[src/rtl/stlb_pkg.sv]
package stlb_pkg;
   typedef enum logic {
      ST_IDLE = 1'b0,
      ST_WAIT = 1'b1
   } stlb_state_e;
endpackage

[src/rtl/stlb_cam.sv]
module stlb_cam #(
   parameter int ENTRIES = 8,
   parameter int PAGE_W  = 20,
   parameter int PID_W   = 8,
   parameter int PERM_W  = 4,
   localparam int IDX_W  = $clog2(ENTRIES)
) (
   input  logic              clk,
   input  logic              rst_n,
   input  logic              flush,
   input  logic              wr_en,
   input  logic [IDX_W-1:0]  wr_idx,
   input  logic [PAGE_W-1:0] wr_epn,
   input  logic [PID_W-1:0]  wr_pid,
   input  logic [PAGE_W-1:0] wr_ppn,
   input  logic [PERM_W-1:0] wr_perm,
   input  logic [PAGE_W-1:0] q_epn,
   input  logic [PID_W-1:0]  q_pid,
   output logic              hit,
   output logic [PAGE_W-1:0] hit_ppn,
   output logic [PERM_W-1:0] hit_perm
);
   logic [ENTRIES-1:0] vld_q;
   logic [PAGE_W-1:0]  epn_q  [ENTRIES];
   logic [PID_W-1:0]   pid_q  [ENTRIES];
   logic [PAGE_W-1:0]  ppn_q  [ENTRIES];
   logic [PERM_W-1:0]  perm_q [ENTRIES];
   logic [ENTRIES-1:0] match;
   logic [PAGE_W-1:0]  ppn_or  [ENTRIES+1];
   logic [PERM_W-1:0]  perm_or [ENTRIES+1];

   assign ppn_or[0]  = '0;
   assign perm_or[0] = '0;

   for (genvar e = 0; e < ENTRIES; e++) begin : g_slot
      always_ff @(posedge clk or negedge rst_n) begin
         if (!rst_n) begin
            vld_q[e]  <= 1'b0;
            epn_q[e]  <= '0;
            pid_q[e]  <= '0;
            ppn_q[e]  <= '0;
            perm_q[e] <= '0;
         end else if (flush) begin
            vld_q[e] <= 1'b0;
         end else if (wr_en && wr_idx == IDX_W'(e)) begin
            vld_q[e]  <= 1'b1;
            epn_q[e]  <= wr_epn;
            pid_q[e]  <= wr_pid;
            ppn_q[e]  <= wr_ppn;
            perm_q[e] <= wr_perm;
         end
      end

      assign match[e]     = vld_q[e] && epn_q[e] == q_epn && pid_q[e] == q_pid;
      assign ppn_or[e+1]  = ppn_or[e]  | (match[e] ? ppn_q[e]  : '0);
      assign perm_or[e+1] = perm_or[e] | (match[e] ? perm_q[e] : '0);
   end

   assign hit      = |match;
   assign hit_ppn  = ppn_or[ENTRIES];
   assign hit_perm = perm_or[ENTRIES];

   // a page/process pair is resident in at most one slot
   p_single_match_r1: assert property (@(posedge clk) disable iff (!rst_n)
      $onehot0(match));

   // a flush leaves no valid slot behind
   p_flush_clears_r6: assert property (@(posedge clk) disable iff (!rst_n)
      flush |=> (vld_q == '0));
endmodule

[src/rtl/stlb_rr.sv]
module stlb_rr #(
   parameter int ENTRIES = 8,
   localparam int IDX_W  = $clog2(ENTRIES)
) (
   input  logic             clk,
   input  logic             rst_n,
   input  logic             clr,
   input  logic             adv,
   output logic [IDX_W-1:0] ptr
);
   logic [IDX_W-1:0] nxt;

   if ((ENTRIES & (ENTRIES - 1)) == 0) begin : g_pow2
      assign nxt = ptr + 1'b1;
   end else begin : g_wrap
      assign nxt = (ptr == IDX_W'(ENTRIES - 1)) ? '0 : ptr + 1'b1;
   end

   always_ff @(posedge clk or negedge rst_n) begin
      if (!rst_n)   ptr <= '0;
      else if (clr) ptr <= '0;
      else if (adv) ptr <= nxt;
   end

   // victim pointer never leaves the slot range
   p_ptr_range_r5: assert property (@(posedge clk) disable iff (!rst_n)
      ptr <= IDX_W'(ENTRIES - 1));

   // pointer only moves on a refill write or a flush
   p_ptr_still_r5: assert property (@(posedge clk) disable iff (!rst_n)
      (!adv && !clr) |=> $stable(ptr));
endmodule

[src/rtl/stlb_ctl.sv]
module stlb_ctl
   import stlb_pkg::*;
#(
   parameter int PAGE_W = 20,
   parameter int PID_W  = 8
) (
   input  logic              clk,
   input  logic              rst_n,
   input  logic              miss,
   input  logic              ctx_sync,
   input  logic              rf_ack,
   input  logic [PAGE_W-1:0] lk_epn,
   input  logic [PID_W-1:0]  lk_pid,
   output logic              idle,
   output logic              wr_en,
   output logic              busy,
   output logic              rf_req,
   output logic [PAGE_W-1:0] rf_epn,
   output logic [PID_W-1:0]  rf_pid
);
   stlb_state_e state_q;
   logic        drop_q;

   always_ff @(posedge clk or negedge rst_n) begin
      if (!rst_n) begin
         state_q <= ST_IDLE;
         drop_q  <= 1'b0;
         rf_epn  <= '0;
         rf_pid  <= '0;
      end else begin
         unique case (state_q)
            ST_IDLE: begin
               if (miss && !ctx_sync) begin
                  state_q <= ST_WAIT;
                  drop_q  <= 1'b0;
                  rf_epn  <= lk_epn;
                  rf_pid  <= lk_pid;
               end
            end
            ST_WAIT: begin
               if (rf_ack) begin
                  state_q <= ST_IDLE;
                  drop_q  <= 1'b0;
               end else if (ctx_sync) begin
                  drop_q <= 1'b1;
               end
            end
            default: state_q <= ST_IDLE;
         endcase
      end
   end

   assign idle   = (state_q == ST_IDLE);
   assign rf_req = (state_q == ST_WAIT);
   assign wr_en  = rf_req && rf_ack && !drop_q && !ctx_sync;
   assign busy   = (idle && miss) || (rf_req && !wr_en);

   // request fields stay put while the answer is pending
   p_req_hold_r3: assert property (@(posedge clk) disable iff (!rst_n)
      (rf_req && !rf_ack) |=> (rf_req && $stable(rf_epn) && $stable(rf_pid)));

   // a flushed refill never gets written
   p_drop_no_write_r7: assert property (@(posedge clk) disable iff (!rst_n)
      (rf_req && !rf_ack && ctx_sync) |=> !wr_en);

   // an answered refill closes the request
   p_ack_closes_r4: assert property (@(posedge clk) disable iff (!rst_n)
      (rf_req && rf_ack) |=> !rf_req);
endmodule

[src/rtl/shadow_tlb.sv]
module shadow_tlb #(
   parameter int ENTRIES = 8,
   parameter int PAGE_W  = 20,
   parameter int PID_W   = 8,
   parameter int PERM_W  = 4
) (
   input  logic              clk,
   input  logic              rst_n,
   input  logic              xlate_en,
   input  logic              ctx_sync,
   input  logic              lk_valid,
   input  logic [PAGE_W-1:0] lk_epn,
   input  logic [PID_W-1:0]  lk_pid,
   output logic              rsp_vld,
   output logic              rsp_hit,
   output logic [PAGE_W-1:0] rsp_ppn,
   output logic [PERM_W-1:0] rsp_perm,
   output logic              busy,
   output logic              rf_req,
   output logic [PAGE_W-1:0] rf_epn,
   output logic [PID_W-1:0]  rf_pid,
   input  logic              rf_ack,
   input  logic [PAGE_W-1:0] rf_ppn,
   input  logic [PERM_W-1:0] rf_perm
);
   localparam int IDX_W = $clog2(ENTRIES);

   if (ENTRIES < 2) begin : g_bad_entries
      $error("shadow_tlb: ENTRIES must be at least 2");
   end
   if (PAGE_W < 1 || PID_W < 1 || PERM_W < 1) begin : g_bad_width
      $error("shadow_tlb: field widths must be positive");
   end

   logic              cam_hit;
   logic [PAGE_W-1:0] cam_ppn;
   logic [PERM_W-1:0] cam_perm;
   logic [IDX_W-1:0]  victim;
   logic              wr_en;
   logic              idle;
   logic              active;
   logic              miss;
   logic              hit_ok;

   assign active = lk_valid && xlate_en;
   assign miss   = active && !cam_hit;
   assign hit_ok = active && cam_hit && idle;

   stlb_cam #(
      .ENTRIES(ENTRIES), .PAGE_W(PAGE_W), .PID_W(PID_W), .PERM_W(PERM_W)
   ) i_cam (
      .clk     (clk),
      .rst_n   (rst_n),
      .flush   (ctx_sync),
      .wr_en   (wr_en),
      .wr_idx  (victim),
      .wr_epn  (rf_epn),
      .wr_pid  (rf_pid),
      .wr_ppn  (rf_ppn),
      .wr_perm (rf_perm),
      .q_epn   (lk_epn),
      .q_pid   (lk_pid),
      .hit     (cam_hit),
      .hit_ppn (cam_ppn),
      .hit_perm(cam_perm)
   );

   stlb_rr #(.ENTRIES(ENTRIES)) i_rr (
      .clk  (clk),
      .rst_n(rst_n),
      .clr  (ctx_sync),
      .adv  (wr_en),
      .ptr  (victim)
   );

   stlb_ctl #(.PAGE_W(PAGE_W), .PID_W(PID_W)) i_ctl (
      .clk     (clk),
      .rst_n   (rst_n),
      .miss    (miss),
      .ctx_sync(ctx_sync),
      .rf_ack  (rf_ack),
      .lk_epn  (lk_epn),
      .lk_pid  (lk_pid),
      .idle    (idle),
      .wr_en   (wr_en),
      .busy    (busy),
      .rf_req  (rf_req),
      .rf_epn  (rf_epn),
      .rf_pid  (rf_pid)
   );

   always_comb begin
      rsp_vld  = 1'b0;
      rsp_hit  = 1'b0;
      rsp_ppn  = '0;
      rsp_perm = '0;
      if (lk_valid && !xlate_en) begin
         rsp_vld  = 1'b1;
         rsp_ppn  = lk_epn;
         rsp_perm = '1;
      end else if (hit_ok) begin
         rsp_vld  = 1'b1;
         rsp_hit  = 1'b1;
         rsp_ppn  = cam_ppn;
         rsp_perm = cam_perm;
      end else if (lk_valid && wr_en) begin
         rsp_vld  = 1'b1;
         rsp_ppn  = rf_ppn;
         rsp_perm = rf_perm;
      end
   end

   // with translation off and nothing pending, no refill starts
   p_bypass_no_refill_r8: assert property (@(posedge clk) disable iff (!rst_n)
      (!xlate_en && !rf_req) |=> !rf_req);

   // a resident hit never stalls the requester
   p_hit_no_stall_r1: assert property (@(posedge clk) disable iff (!rst_n)
      (rsp_hit) |-> !busy);

   // a stalled requester never sees a response
   p_busy_no_rsp_r3: assert property (@(posedge clk) disable iff (!rst_n)
      (busy && xlate_en) |-> !rsp_vld);
endmodule

[config.mk]
export PLATFORM = sky130hd
export DESIGN_NAME = shadow_tlb
export DESIGN_NICKNAME = d
export VERILOG_FILES = /design/src/rtl/stlb_pkg.sv /design/src/rtl/stlb_cam.sv /design/src/rtl/stlb_rr.sv /design/src/rtl/stlb_ctl.sv /design/src/rtl/shadow_tlb.sv
export SDC_FILE = /design/constraint.sdc
export NUM_CORES = 1
export LEC_CHECK = 0
export BUFFER_PORTS_ARGS = -buffer_cell sky130_fd_sc_hd__buf_2
export CAP_MARGIN = 20
export CORE_MARGIN = 2
export CORE_UTILIZATION = 35
export CTS_CLUSTER_DIAMETER = 50
export DETAILED_ROUTE_END_ITERATION = 7
export GPL_TIMING_DRIVEN = 0
export PLACE_DENSITY = 0.51
export SKIP_CTS_REPAIR_TIMING = 1
export SLEW_MARGIN = 10
export SYNTH_ARGS = -nofsm -noshare
export SYNTH_HDL_FRONTEND = slang
export SYNTH_HIERARCHICAL = 1
export SYNTH_SLANG_ARGS = --single-unit
export TNS_END_PERCENT = 5
[constraint.sdc]
create_clock -name clk -period 7.9 [get_ports clk]
set_clock_uncertainty 0.1 [all_clocks]
set_input_delay 0.395 -clock clk [delete_from_list [all_inputs] [get_ports clk]]
set_output_delay 0.395 -clock clk [all_outputs]
set_load 0.01 [all_outputs]
==> run summary <==
Post-Syn Area per Cell = 13.4 um^2
Critical Path Slowest Stage Cell = nor4_4
GP Congestion = 0.804
Data arrival, critical path = 4.77 ns
Total CTS buffers = 55
Fillers = 5,746
Top cell by count, worst path = buf_2
Design Area, Final = 25,000 um^2
Area after DPL = 23,100 um^2
Largest net degree at the start of global routing = 109
Worst-path maximum fanout = 10
Hpwl dp = 48,400 um
Delay-heaviest family, CP = buffers and inverters
Final non-filler cell total = 2,610
Initial core utilization = 35.5%
Wire length on met1 = 32,300 um
CTS tree = built
RSZ-0062 raised after global routing = false
Period Utilization, post-route = 66.7%
CP Launch Type = input port
Worst-Skew Late Latency = 0.62 ns
DR top layer = met4
Pwr Density = 228 nW/um^2
FP Rows = 90
Residual DRC = 0
Reg-to-reg startpoint = i_cam/epn_q[135]
Final wirelength = 71,600 um
Status = finished clean
CTS root buf = clkbuf_16
Synth Register Bits = 457
CP endpoint kind = primary output
CP required = 7.40 ns
Hold_sp = lk_epn[15]
Initial DRT Pass Iterations = 5
Layout cells sized above 1 = 39.5%
Fin worst setup slack = 2.63 ns
DP Cell Count = 2,499
CP bufs+invs = 7
Worst slew margin = 24.7%
Avg WL per Cell = 27.4 um
Hold Path Class = input port to register
Final Max Slew Viols = 0
Clock Tree Buf Depth = 3
Worst slack, placed = 2.94 ns
Antenna violations before repair = 0
Register area share after synthesis = 53.4%
Number of synthesized flops with an enable pin = 0
Clk slew on worst S/H paths = 0.05 ns
Cell area after synthesis = 21,400 um^2
NumNets Final = 1,846
Antenna fix cells = 0
Worst-margin pin slew = 1.13 ns
Yosys warnings = 6
Global-route wire length before repair = 104,000 um
Final setup viols = 0
Max Cap Viol = 0
Detailed Route Iter0 Violations = 1,012
Die Span Y = 251 um
Overall Power = 5.70 mW
Syn_nets = 1,657
Area growth syn-to-layout = 16.8%
H-tree depth = 2
Crit-path cells = dlygate4sd3_1 > buf_2 > buf_2 > xor2_1 > nor4_1 > nand4_1 > nor4_4 > buf_2 > a21oi_1 > nand4_1 > and4_1 > buf_6 > buf_6 > a22o_1 > a21o_1 > buf_2
Async S/R FF share, synth = 100%
CORE AREA = 60,400 um^2
Leakage = 12.2 nW
Final min period = 5.27 ns
Peak supply drop = 0.000149 V
Die ar. = 63,100 um^2
Library cells used by synthesis = 49
WL met3 = 4560 um
Crit path kind = input port to primary output
I/O pin count = 114
DR vias/cell = 5.41
CP Launch Point = lk_epn[3]
Main synth FF type = dfrtp_1
Wire length on met2 = 32,300 um
Gr usage total = 22.9%
ANT nets after route = 0
Max Clock Freq = 190 MHz
IO Port Bufs = 113
Number of global-route vias before repair = 14,600
Vias = 14,100
Die extent in x = 251 um
CTS sink cnt = 457
Final hold violation count = 0
Post-synthesis cell count = 1,598
GRT overflow = 0
Setup TNS = 0 ns
Max incr delay on CP = 0.69 ns
worst paths after layout:
kind | slack (ns) | cells after the start | to
min in group asynchronous | 0.31 | 2 | i_cam/ppn_q[120]
hold / removal | 0.003 | 2 | i_ctl/rf_epn[15]
setup reg to reg | 3.82 | 13 | i_ctl/rf_epn[18]
hold reg to reg | 0.38 | 1 | i_cam/vld_q[6]
max in group asynchronous | 5.53 | 5 | i_ctl/rf_epn[18]
setup / recovery | 2.63 | 16 | rsp_ppn[18]
report_power, final:
part	leakage [nW]	internal (mW)	total (mW)	switching (mW)
sequential	6.23	2.48	2.69	0.213
clock	0.870	1.48	2.50	1.01
combinational	5.08	0.236	0.516	0.280
total	12.2	4.20	5.70	1.51
stage by stage:
step / util, % / hold WS (ns)
5_1_grt: 41.4 / 0.00117
3_3_place_gp: 38.0 / 0.356
4_1_cts: 41.2 / -0.245
2_1_floorplan: - / -0.000591
3_5_place_dp: 38.2 / 0.361
6_report: 41.4 / 0.00287
Yosys cell counts, types with 2 or more instances:
| master | instances | share of area, % |
|---|---|---|
| nand3_1 | 10 | 0.23 |
| buf_4 | 7 | 0.25 |
| nand4_1 | 51 | 1.5 |
| buf_2 | 55 | 1.3 |
| clkbuf_1 | 34 | 0.60 |
| nand3b_1 | 2 | 0.070 |
| dfrtp_1 | 457 | 53 |
| nor3_1 | 5 | 0.12 |
| a32oi_1 | 24 | 0.98 |
| o22a_1 | 24 | 0.98 |
| o22ai_1 | 2 | 0.058 |
| mux2_2 | 430 | 23 |
| xor2_1 | 116 | 4.7 |
| a22oi_1 | 49 | 1.7 |
| nor4_4 | 6 | 0.60 |
| nor2_1 | 9 | 0.16 |
| xnor2_1 | 100 | 4.1 |
| o21ai_0 | 11 | 0.26 |
| nand2_1 | 64 | 1.1 |
| a221o_1 | 5 | 0.23 |
| mux2_4 | 9 | 0.63 |
| and3_1 | 4 | 0.12 |
| a21oi_1 | 5 | 0.12 |
| a21o_1 | 24 | 0.84 |
| buf_6 | 8 | 0.42 |
| nor4_1 | 29 | 0.85 |
| a22o_1 | 20 | 0.82 |
| inv_1 | 15 | 0.26 |
| nor2b_1 | 3 | 0.088 |
logic make-up (layout without fill, tap and decap cells):
family          Yosys count  after routing  synth area share (%)
fa+ha+maj                 1              1                0.0585
buf+inv                 120            350                  2.83
flops                   457            457                  53.4
mux                     440            440                  23.3
compound gates          172            172                  6.32
simple gates            192            192                  5.21
xor+xnor                216            216                  8.84
per-layer routing:
metal / vias to the layer above / track usage (%)
met2: 411 / 35.4
li1: 6172 / -
met4: 0 / 7.70
met1: 7436 / 31.5
met3: 114 / 5.49
met5: - / 0
cells in the final DEF (no fill, tap or decap), types with 2 or more instances in the layout:
cell type,synthesis,final
a21o_1,24,24
a21oi_1,5,5
a221o_1,5,5
a22o_1,20,20
a22oi_1,49,49
a32oi_1,24,24
and3_1,4,4
buf_16,0,4
buf_2,55,168
buf_4,7,7
buf_6,8,9
bufinv_16,0,2
clkbuf_1,34,48
clkbuf_16,0,55
clkbuf_8,0,15
clkinv_2,0,5
clkinvlp_4,0,3
dfrtp_1,457,457
dlygate4sd3_1,0,13
inv_1,15,15
inv_6,0,2
mux2_2,430,430
mux2_4,9,9
nand2_1,64,64
nand3_1,10,10
nand3b_1,2,2
nand4_1,51,51
nor2_1,9,9
nor2b_1,3,3
nor3_1,5,5
nor4_1,29,29
nor4_4,6,6
o21ai_0,11,11
o22a_1,24,24
o22ai_1,2,2
xnor2_1,100,100
xor2_1,116,116
final cells by class:
type / count / area [um^2] / share of cell area, %
sequential: 457 / 11400 / 45.8
multi-input combinational: 1021 / 9360 / 37.4
clock buffer: 84 / 1640 / 6.54
tap: 782 / 978 / 3.92
timing repair buffer: 132 / 832 / 3.33
buffer: 105 / 549 / 2.20
clock inverter: 14 / 145 / 0.581
inverter: 15 / 56.3 / 0.225
state kept, by name, indices dropped and copies added, names as in the netlist:
register,count
i_cam/epn_q,160
i_cam/ppn_q,160
i_cam/pid_q,64
i_cam/perm_q,32
i_ctl/rf_epn,20
i_cam/vld_q,8
i_ctl/rf_pid,8
i_rr/ptr,3
i_ctl/drop_q,1
i_ctl/rf_req,1
Power figures use the tool's default switching activity.
